File: config.mk
export PLATFORM = sky130hd
export DESIGN_NAME = rise_phase_aligner
export DESIGN_NICKNAME = d
export VERILOG_FILES = /design/src/rtl/pa_align_pkg.sv /design/src/rtl/pa_sync_edge.sv /design/src/rtl/pa_edge_judge.sv /design/src/rtl/pa_tap_ctrl.sv /design/src/rtl/pa_lock_mon.sv /design/src/rtl/rise_phase_aligner.sv
export SDC_FILE = /design/constraint.sdc
export NUM_CORES = 1
export LEC_CHECK = 0
export BUFFER_PORTS_ARGS = -buffer_cell sky130_fd_sc_hd__buf_4
export CAP_MARGIN = 10
export CORE_AREA = 4 4 59 61
export DETAILED_ROUTE_END_ITERATION = 8
export DIE_AREA = 0 0 63 65
export PLACE_DENSITY = 0.87
export SYNTH_ARGS = -nofsm -noshare
export SYNTH_HDL_FRONTEND = slang
export SYNTH_SLANG_ARGS = --single-unit
File: constraint.sdc
create_clock -name clk -period 3.3 [get_ports clk]
set_input_delay 0.495 -clock clk [delete_from_list [all_inputs] [get_ports clk]]
set_output_delay 0.495 -clock clk [all_outputs]
set_load 0.05 [all_outputs]
File: src/rtl/pa_align_pkg.sv
package pa_align_pkg;
    typedef enum logic [1:0] {
        JUDGE_IDLE     = 2'd0,
        JUDGE_REF_WAIT = 2'd1,
        JUDGE_FB_WAIT  = 2'd2
    } judge_state_e;
endpackage

File: src/rtl/pa_sync_edge.sv
module pa_sync_edge (
    input  logic clk,
    input  logic rst_n,
    input  logic async_in,
    output logic rise
);
    typedef struct packed {
        logic s1;
        logic s2;
        logic prev;
    } sync_t;

    sync_t sy_d, sy_q;

    always_comb begin
        sy_d.s1   = async_in;
        sy_d.s2   = sy_q.s1;
        sy_d.prev = sy_q.s2;
    end

    always_ff @(posedge clk or negedge rst_n) begin
        if (!rst_n) sy_q <= '0;
        else        sy_q <= sy_d;
    end

    assign rise = sy_q.s2 & ~sy_q.prev;

    // a rising edge needs a low sample before it
    assert_rise_isolated_R3: assert property (@(posedge clk) disable iff (!rst_n)
        rise |=> !rise);
endmodule

File: src/rtl/pa_edge_judge.sv
module pa_edge_judge
    import pa_align_pkg::*;
#(
    parameter int ERR_W = 5
) (
    input  logic             clk,
    input  logic             rst_n,
    input  logic             rise_ref,
    input  logic             rise_fb,
    output logic             cmp_valid,
    output logic [ERR_W-1:0] err_mag,
    output logic             err_lead
);
    localparam logic [ERR_W-1:0] CNT_MAX = '1;
    localparam logic [ERR_W-1:0] CNT_ONE = ERR_W'(1);

    typedef struct packed {
        judge_state_e     st;
        logic [ERR_W-1:0] cnt;
        logic             vld;
        logic [ERR_W-1:0] mag;
        logic             lead;
    } judge_t;

    judge_t jg_d, jg_q;

    always_comb begin
        jg_d     = jg_q;
        jg_d.vld = 1'b0;
        unique case (jg_q.st)
            JUDGE_IDLE: begin
                if (rise_ref && rise_fb) begin
                    jg_d.vld  = 1'b1;
                    jg_d.mag  = '0;
                    jg_d.lead = 1'b0;
                end else if (rise_ref) begin
                    jg_d.st  = JUDGE_REF_WAIT;
                    jg_d.cnt = CNT_ONE;
                end else if (rise_fb) begin
                    jg_d.st  = JUDGE_FB_WAIT;
                    jg_d.cnt = CNT_ONE;
                end
            end
            JUDGE_REF_WAIT: begin
                if (rise_fb) begin
                    jg_d.vld  = 1'b1;
                    jg_d.mag  = jg_q.cnt;
                    jg_d.lead = 1'b1;
                    jg_d.st   = JUDGE_IDLE;
                end else if (rise_ref) begin
                    jg_d.cnt = CNT_ONE;
                end else if (jg_q.cnt == CNT_MAX) begin
                    jg_d.st = JUDGE_IDLE;
                end else begin
                    jg_d.cnt = jg_q.cnt + 1'b1;
                end
            end
            JUDGE_FB_WAIT: begin
                if (rise_ref) begin
                    jg_d.vld  = 1'b1;
                    jg_d.mag  = jg_q.cnt;
                    jg_d.lead = 1'b0;
                    jg_d.st   = JUDGE_IDLE;
                end else if (rise_fb) begin
                    jg_d.cnt = CNT_ONE;
                end else if (jg_q.cnt == CNT_MAX) begin
                    jg_d.st = JUDGE_IDLE;
                end else begin
                    jg_d.cnt = jg_q.cnt + 1'b1;
                end
            end
            default: jg_d.st = JUDGE_IDLE;
        endcase
    end

    always_ff @(posedge clk or negedge rst_n) begin
        if (!rst_n) jg_q <= '{st: JUDGE_IDLE, cnt: '0, vld: 1'b0, mag: '0, lead: 1'b0};
        else        jg_q <= jg_d;
    end

    assign cmp_valid = jg_q.vld;
    assign err_mag   = jg_q.mag;
    assign err_lead  = jg_q.lead;

    assert_result_needs_edge_R2: assert property (@(posedge clk) disable iff (!rst_n)
        cmp_valid |-> $past(rise_ref || rise_fb));
    assert_lead_nonzero_R2: assert property (@(posedge clk) disable iff (!rst_n)
        (cmp_valid && err_lead) |-> (err_mag != '0));
    assert_single_pulse_R10: assert property (@(posedge clk) disable iff (!rst_n)
        cmp_valid |=> !cmp_valid);
    assert_result_stable_R10: assert property (@(posedge clk) disable iff (!rst_n)
        !cmp_valid |-> ($stable(err_mag) && $stable(err_lead)));
endmodule

File: src/rtl/pa_tap_ctrl.sv
module pa_tap_ctrl #(
    parameter int N_TAPS    = 16,
    parameter int TAP_W     = 4,
    parameter int TAP_RESET = 8,
    parameter int ERR_W     = 5
) (
    input  logic             clk,
    input  logic             rst_n,
    input  logic             cmp_valid,
    input  logic [ERR_W-1:0] err_mag,
    input  logic             err_lead,
    input  logic             align_en,
    output logic [TAP_W-1:0] tap_sel
);
    localparam logic [TAP_W-1:0] TAP_MAX  = TAP_W'(N_TAPS - 1);
    localparam logic [TAP_W-1:0] TAP_INIT = TAP_W'(TAP_RESET);

    typedef struct packed {
        logic [TAP_W-1:0] tap;
    } tap_t;

    tap_t tc_d, tc_q;
    logic step_up, step_dn;

    assign step_up = cmp_valid && align_en && err_lead;
    assign step_dn = cmp_valid && align_en && !err_lead && (err_mag != '0);

    always_comb begin
        tc_d = tc_q;
        if (step_up && (tc_q.tap != TAP_MAX))    tc_d.tap = tc_q.tap + 1'b1;
        else if (step_dn && (tc_q.tap != '0))    tc_d.tap = tc_q.tap - 1'b1;
    end

    always_ff @(posedge clk or negedge rst_n) begin
        if (!rst_n) tc_q <= '{tap: TAP_INIT};
        else        tc_q <= tc_d;
    end

    assign tap_sel = tc_q.tap;

    assert_single_step_R4: assert property (@(posedge clk) disable iff (!rst_n)
        (tap_sel != $past(tap_sel)) |->
            ((tap_sel == $past(tap_sel) + 1'b1) || (tap_sel == $past(tap_sel) - 1'b1)));
    assert_hold_no_step_R7: assert property (@(posedge clk) disable iff (!rst_n)
        !(step_up || step_dn) |=> $stable(tap_sel));
    assert_sat_top_R5: assert property (@(posedge clk) disable iff (!rst_n)
        (step_up && tap_sel == TAP_MAX) |=> (tap_sel == TAP_MAX));
    assert_sat_bottom_R5: assert property (@(posedge clk) disable iff (!rst_n)
        (step_dn && tap_sel == '0) |=> (tap_sel == '0));
    assert_in_range_R5: assert property (@(posedge clk) disable iff (!rst_n)
        tap_sel <= TAP_MAX);
endmodule

File: src/rtl/pa_lock_mon.sv
module pa_lock_mon #(
    parameter int ERR_W  = 5,
    parameter int LOCK_W = 4
) (
    input  logic              clk,
    input  logic              rst_n,
    input  logic              cmp_valid,
    input  logic [ERR_W-1:0]  err_mag,
    input  logic [ERR_W-1:0]  lock_win,
    input  logic [LOCK_W-1:0] lock_need,
    output logic              locked
);
    localparam logic [LOCK_W-1:0] RUN_MAX = '1;

    typedef struct packed {
        logic [LOCK_W-1:0] run;
        logic              lock;
    } lock_t;

    lock_t lk_d, lk_q;
    logic  in_win;

    assign in_win = (err_mag <= lock_win);

    always_comb begin
        lk_d = lk_q;
        if (cmp_valid) begin
            if (in_win) begin
                lk_d.run  = (lk_q.run == RUN_MAX) ? lk_q.run : lk_q.run + 1'b1;
                lk_d.lock = (lk_d.run >= lock_need);
            end else begin
                lk_d.run  = '0;
                lk_d.lock = 1'b0;
            end
        end
    end

    always_ff @(posedge clk or negedge rst_n) begin
        if (!rst_n) lk_q <= '0;
        else        lk_q <= lk_d;
    end

    assign locked = lk_q.lock;

    assert_drop_on_miss_R9: assert property (@(posedge clk) disable iff (!rst_n)
        (cmp_valid && !in_win) |=> !locked);
    assert_lock_only_on_cmp_R8: assert property (@(posedge clk) disable iff (!rst_n)
        !cmp_valid |=> $stable(locked));
    assert_rise_after_hit_R8: assert property (@(posedge clk) disable iff (!rst_n)
        $rose(locked) |-> $past(cmp_valid && in_win));
endmodule

File: src/rtl/rise_phase_aligner.sv
module rise_phase_aligner #(
    parameter int N_TAPS    = 16,
    parameter int TAP_RESET = N_TAPS / 2,
    parameter int ERR_W     = 5,
    parameter int LOCK_W    = 4,
    localparam int TAP_W    = (N_TAPS > 1) ? $clog2(N_TAPS) : 1
) (
    input  logic              clk,
    input  logic              rst_n,
    input  logic              ref_in,
    input  logic              fb_in,
    input  logic              align_en,
    input  logic [ERR_W-1:0]  lock_win,
    input  logic [LOCK_W-1:0] lock_need,
    output logic [TAP_W-1:0]  tap_sel,
    output logic              locked,
    output logic              cmp_valid,
    output logic [ERR_W-1:0]  err_mag,
    output logic              err_lead
);
    localparam int N_IN = 2;

    logic [N_IN-1:0] raw_in;
    logic [N_IN-1:0] rise_in;

    assign raw_in = {fb_in, ref_in};

    for (genvar gi = 0; gi < N_IN; gi++) begin : g_sync
        pa_sync_edge u_sync (
            .clk      (clk),
            .rst_n    (rst_n),
            .async_in (raw_in[gi]),
            .rise     (rise_in[gi])
        );
    end

    pa_edge_judge #(.ERR_W(ERR_W)) u_judge (
        .clk       (clk),
        .rst_n     (rst_n),
        .rise_ref  (rise_in[0]),
        .rise_fb   (rise_in[1]),
        .cmp_valid (cmp_valid),
        .err_mag   (err_mag),
        .err_lead  (err_lead)
    );

    pa_tap_ctrl #(
        .N_TAPS    (N_TAPS),
        .TAP_W     (TAP_W),
        .TAP_RESET (TAP_RESET),
        .ERR_W     (ERR_W)
    ) u_tap (
        .clk       (clk),
        .rst_n     (rst_n),
        .cmp_valid (cmp_valid),
        .err_mag   (err_mag),
        .err_lead  (err_lead),
        .align_en  (align_en),
        .tap_sel   (tap_sel)
    );

    pa_lock_mon #(.ERR_W(ERR_W), .LOCK_W(LOCK_W)) u_lock (
        .clk       (clk),
        .rst_n     (rst_n),
        .cmp_valid (cmp_valid),
        .err_mag   (err_mag),
        .lock_win  (lock_win),
        .lock_need (lock_need),
        .locked    (locked)
    );

    assert_frozen_when_disabled_R6: assert property (@(posedge clk) disable iff (!rst_n)
        !align_en |=> $stable(tap_sel));
endmodule

==> metrics, run 1 <==
setup TNS=0 ns; worst-path cell chain=ha_1 -> nand3_1 -> mux2_2 -> ha_1 -> a211o_1 -> a21oi_1 -> a211oi_1; clk root buf=clkbuf_4; final non-filler cell total=231; clk_skew=0.007894 ns; part of the cycle the worst path needs=between 60% and 70%; Leakage=a little over 0.9 nW; crit path kind=register to register; hold_buf cts=0; Mapped Nets=approximately 200; Slew headroom=between 60% and 70%; fin area=a little under 2000 µm²; antenna violations before repair=0; Total Routing Usage GR=19.16%; Hold WS=0.05804 ns; most used cell, CP=ha_1; RSZ-0062 raised after global routing=false; clock period minus final worst setup slack=2.114 ns; # fillers=around 230; synthesized flop and latch total=29; # port buffers=25; Max Cap Viol=0; Max Slew Vio Count=0; Ys Warns=0; worst hold path type=input pin to asynchronous set/reset pin; pwr/cell area=841.2 nW/µm²; final hold vios=0; vias in the first global route=between 1,000 and 1,500; ys async rst share=100.0%; number of library cell types mapped by synthesis=42; Initial DRT Pass Iterations=4; ys flop type=dfrtp_1; Starting Density=57.61%; sequential-to-total area share from yosys stat=42.38%; Core Util, Final=65.71%; die width=63 µm; CTS Buffer Depth=2; setup ws final=1.186 ns; synthesized area per cell=9.802 µm²; fmax=473.1 MHz; post-route total power=1.646 mW; Final setup viols=0; Inserted Diodes=0; clk slew on worst S/H paths=0.09 ns; Wirelength per Cell=15.60 µm; Post-Synthesis Cells=175; Critical Path AT=2.31 ns; I/O pins=26; drt total wl=3.603 mm; antenna-violating nets left=0; Crit Path Max Fanout=5; crit end category=register; Core Rows=20; DP Area=between 1500 and 2000 µm²; DP Cell Count=roughly 220; worst slack, placed=1.207 ns; Core ar.=2978 µm²; clock latency on the worst-skew pair=0.34 ns; DRC viols=0; share of layout cells above drive strength 1=approximately a fifth; maximum level of the CTS H-tree=2; Num CTS Buffers=5; Post-CTS Setup Repair Bufs=0; Worst-Margin Slew=0.4957 ns; first-pass GRT wire length=approximately 6 mm; Area Overhead vs Synth=14.08%; most common cell after layout, fill and taps aside=dfrtp_1; Initial DRC Count=60; nets=225; Max stage delay on crit path=approximately 0.45 ns; status=finished clean; GPL Wtd Cong=between 0.8 and 0.9; die height=65 µm; post-CTS resize count=0; slowest stage cell, crit path=dfrtp_1; CTS tree=yes; total die area=4095 µm²; hpwl dp=2.785 mm; startpoint types=register; # clock sinks=29; most frequent cells in the layout=dfrtp_1 (28), buf_4 (25), nand2_1 (15); Vias=1,427; number of flops mapped to enable cells by yosys=0; worst vdd ir=0.3954 mV; total grt overflow=0; pin count of the biggest net entering global routing=30; Via density=6.177; required time worst endpoint=3.50 ns; Mapped Area=1715 µm²
[layer usage]
| metal | global-route usage (%) | routed length (µm) |
|---|---|---|
| met1 | 19.76 | 1334 |
| met2 | 35.18 | 1952 |
| met3 | 5.893 | 234 |
| met4 | 9.091 | 82 |
| met5 | 0 | 0 |
[critical path, delay by kind of cell (launching register included)]
kind            cells  cell delay, ns
compound gates      3            0.47
flops               1            0.45
fa+ha+maj           2            0.53
simple gates        1            0.16
mux                 1            0.36
[kinds of logic (layout without fill, tap and decap cells)]
group	after synthesis	in the layout	share of synthesized area, %
compound gates	38	38	16.05
flops	29	29	42.38
xor+xnor	4	4	2.043
fa+ha+maj	14	14	10.65
simple gates	58	58	16.85
mux	10	10	6.054
buf+inv	22	45	5.981
[path summary, 6_finish.rpt]
path                                               startpoint                                  to  slack [ns]  cells after the start
max in group asynchronous                               rst_n        u_tap.tap_sel[3]$_DFFE_PN1P_        2.93                      1
max reg2reg                        u_lock.lk_q[1]$_DFFE_PN0P_           u_lock.locked$_DFFE_PN0P_        1.19                      7
max                                u_lock.lk_q[1]$_DFFE_PN0P_           u_lock.locked$_DFFE_PN0P_        1.19                      7
min in group clk                                        fb_in  g_sync[1].u_sync.sy_d[1]$_DFF_PN0_        0.26                      1
min                                                     rst_n        u_judge.jg_q[12]$_DFFE_PN0P_        0.06                      1
min reg2reg                g_sync[0].u_sync.sy_d[1]$_DFF_PN0_  g_sync[0].u_sync.sy_d[0]$_DFF_PN0_        0.36                      0
[cell type report]
class,count,area [µm²],area share (%)
Inverter,12,45.04,2.302
Clock buffer,7,65.06,3.325
Timing Repair Buffer,25,187.7,9.591
Sequential cell,29,726.9,37.15
Clock inverter,1,5.005,0.2558
Multi-Input combinational cell,124,885.9,45.27
Tap cell,33,41.29,2.110
[registers in the layout (all words and copies together), names as in the netlist]
signal / cells
u_lock.lk_q: 4
u_judge.cmp_valid: 1
g_sync.u_sync.sy_d: 4
u_lock.locked: 1
u_tap.tap_sel: 4
u_judge.jg_q: 7
g_sync.u_sync.sy_q: 2
u_judge.err_lead: 1
u_judge.err_mag: 5
[synthesized netlist by cell type, types with 2 or more instances]
library cell / number / area, µm²
a211o_1: 3 / 26.28
a21boi_0: 2 / 15.01
a21oi_1: 9 / 45.04
a22o_1: 6 / 52.55
a31oi_1: 2 / 12.51
and3_1: 2 / 12.51
buf_4: 5 / 37.54
clkbuf_1: 4 / 15.01
dfrtp_1: 28 / 700.7
ha_1: 13 / 162.7
inv_1: 12 / 45.04
mux2_2: 3 / 33.78
mux2i_1: 7 / 70.07
nand2_1: 15 / 56.30
nand2b_1: 4 / 25.02
nand3_1: 7 / 35.03
nand4_1: 6 / 37.54
nor2_1: 9 / 33.78
nor2b_1: 4 / 25.02
nor3_1: 5 / 25.02
nor4_1: 3 / 18.77
o21ai_0: 3 / 15.01
or3_1: 2 / 12.51
xor2_1: 3 / 26.28
[report_power, final]
part           internal (mW)  switching [mW]  leakage (nW)
logic                  0.322           0.463         0.536
clock network          0.123           0.124        0.0413
registers              0.461           0.152         0.353
total                  0.906           0.740         0.930
No activity file was read; power rests on OpenSTA's default activity.
==> inputs of run 2 (changes only) <==
- CORE_AREA: 4 4 59 61 -> 4 4 61 63
- DIE_AREA: 0 0 63 65 -> 0 0 65 67
- PLACE_DENSITY: 0.87 -> 0.82
- clock period: 3.3 -> 2.1 ns (I/O delays scaled with it)
==> run 2 against run 1 <==
Net effect:
- the flow now finishes with violations (negative setup slack)
- sequential power rose by 57%
- utilization up 0.10 points
- design area increased by 8.7%
- global-route usage fell by 0.55 points
- critical path type unchanged
- critical path depth unchanged
- worst setup slack lost 1.2 ns
- combinational power rose by 86%
- largest power group unchanged
- clock power is 130% higher
- first-iteration DRC count is 48% higher
- cell count is 9.5% higher
==> metrics, run 2 (synthesized netlist as in run 1, its figures left out) <==
Core Rows=21 (+5.0%); GPL Wtd Cong=0.8562 (-1.0%); fin area=2127 µm² (+8.7%); pin count of the biggest net entering global routing=30 (unchanged); setup ws final=-0.03068 ns (-1.217 ns); die height=67 µm (+3.1%); hpwl dp=2.704 mm (-2.9%); Leakage=0.9849 nW (+5.9%); clk root buf=clkbuf_4; worst vdd ir=0.5927 mV (+50%); crit end category=register; HP Start=fb_in; die width=65 µm (+3.2%); total grt overflow=0 (unchanged); most common cell after layout, fill and taps aside=buf_4; clock period minus final worst setup slack=2.131 ns (+0.01697 ns); crit path kind=register to register; Slew headroom=66.15% (-0.55 points); R2R setup slack=-0.03 ns (-1.22 ns); Starting Density=53.08% (-4.5 points); drt total wl=3.919 mm (+8.8%); # port buffers=25 (unchanged); Inserted Diodes=0 (unchanged); Worst-Margin Slew=0.5067 ns (+0.01097 ns); Crit Path Max Fanout=6 (+1); Max Slew Vio Count=0 (unchanged); Critical R2R Capture=u_tap.tap_sel[2]$_DFFE_PN0P_; total die area=4355 µm² (+6.3%); CTS Buffer Depth=2 (unchanged); Wirelength per Cell=15.49 µm (-0.69%); # clock sinks=29 (unchanged); DRC viols=0 (unchanged); Via density=5.933 (-4.0%); worst r2r src=u_tap.tap_sel[1]$_DFFE_PN0P_; Final setup viols=2 (+2); first-pass GRT wire length=6.120 mm (+2.3%); clock latency on the worst-skew pair=0.33 ns (about the same); CTS tree=yes; vias in the first global route=1,469 (+6.8%); Vias=1,501 (+5.2%); clk slew on worst S/H paths=0.10 ns (about the same); Num CTS Buffers=5 (unchanged); worst-path cell chain=nand4_1 -> nand4_1 -> buf_4 -> buf_4 -> fa_1 -> xor2_1 -> mux2_2; share of layout cells above drive strength 1=27.54% (+7.8 points); Initial DRC Count=89 (+48%); DP Area=1931 µm² (+2.3%); max FFs per register=7 (unchanged); worst hold path type=input pin to register; crit path to=u_tap.tap_sel[2]$_DFFE_PN0P_; pwr/cell area=1408 nW/µm² (+67%); antenna violations before repair=0 (unchanged); Most flops, register=u_judge.jg_q; maximum level of the CTS H-tree=2 (unchanged); Core ar.=3232 µm² (+8.5%); most frequent cells in the layout=buf_4 (33), dfrtp_1 (24), nand2_1 (14); part of the cycle the worst path needs=101.5% (+37 points); status=finished with violations; final hold vios=0 (unchanged); Total Routing Usage GR=18.61% (-0.55 points); fmax=469.3 MHz (-0.80%); Area Overhead vs Synth=24.00%; startpoint types=register; Max stage delay on crit path=0.47 ns (+0.02 ns); Initial DRT Pass Iterations=4 (unchanged); antenna-violating nets left=0 (unchanged); slowest stage cell, crit path=dfrtp_2; Max Cap Viol=0 (unchanged); failing checks=negative setup slack; FF-to-FF path depth=7 (unchanged); I/O pins=26 (unchanged); Critical Path AT=2.35 ns (+0.04 ns); clk_skew=0.003567 ns (-0.004327 ns); nets=234 (+4.0%); Worst Setup SP=u_tap.tap_sel[1]$_DFFE_PN0P_; required time worst endpoint=2.32 ns (-1.18 ns); Core Util, Final=65.81% (+0.10 points); Top Registers=u_judge.jg_q x7, u_judge.err_mag x5
run 2: changes by cell type in the layout (fill, tap and decap cells not counted), sizes merged:
cell and delta:
clkbuf -2, bufinv +2, buf +8, dlygate4sd3 +1
run 2: worst min path at each step:
stage                                               endpoint  cells past startpoint
after global routing      g_sync[1].u_sync.sy_d[1]$_DFF_PN0_                      1
after floorplan           g_sync[0].u_sync.sy_d[0]$_DFF_PN0_                      0
after CTS                 g_sync[1].u_sync.sy_d[1]$_DFF_PN0_                      1
after detailed placement           u_lock.locked$_DFFE_PN0P_                      1
final                     g_sync[1].u_sync.sy_d[1]$_DFF_PN0_                      1
after global placement             u_lock.locked$_DFFE_PN0P_                      1
run 2: cell type report:
cell class / count / area, µm²
repair buffers: 34 / 257.7
well taps: 46 / 57.56
clock inverters: 3 / 65.06
fillers: 263 / 1105
clock buffers: 5 / 37.54
multi-input cells: 124 / 928.4
inverters: 12 / 45.04
flip-flops and latches: 29 / 735.7
run 2: worst max-delay path: cells and delay by family (launching register included):
kind          cells  cell delay [ns]
flops             1             0.47
simple gates      2             0.38
fa+ha+maj         1             0.38
buf+inv           2             0.33
mux               1             0.26
xor+xnor          1             0.18
run 2: power breakdown:
part | switching [mW] | internal [mW]
registers | 0.227 | 0.737
logic | 0.841 | 0.615
clock network | 0.206 | 0.368
total | 1.27 | 1.72
run 2: through the flow:
stage / hold slack (ns) / setup TNS (ns) / setup WS [ns] / cells / total power, mW
after floorplan: 0.01941 / 0 / 0.01655 / 175 / 1.908
after global placement: 0.2551 / 0 / 0.1162 / 238 / 2.167
after detailed placement: 0.2598 / 0 / 0.01200 / 238 / 2.252
after CTS: 0.07285 / 0 / 0.02116 / 249 / 2.841
after global routing: 0.07135 / -0.1811 / -0.09440 / 253 / 3.175
final: 0.08274 / -0.03475 / -0.03068 / 253 / 2.994
run 2: per-layer routing:
layer / track usage (%) / vias to the layer above / wire length [µm]
met5: 0 / - / 0
met4: 11.08 / 0 / 85
met3: 3.710 / 8 / 186
met2: 35.50 / 49 / 2088
met1: 18.41 / 749 / 1559
li1: - / 695 / -
run 2: what timing repair did:
item,in CTS,in global routing
resized for setup,0,7
pin swaps,1,4
endpoints found under the hold margin,28,0
endpoints found under the setup margin,1,2
hold buffers,1,0
setup buffers,2,4
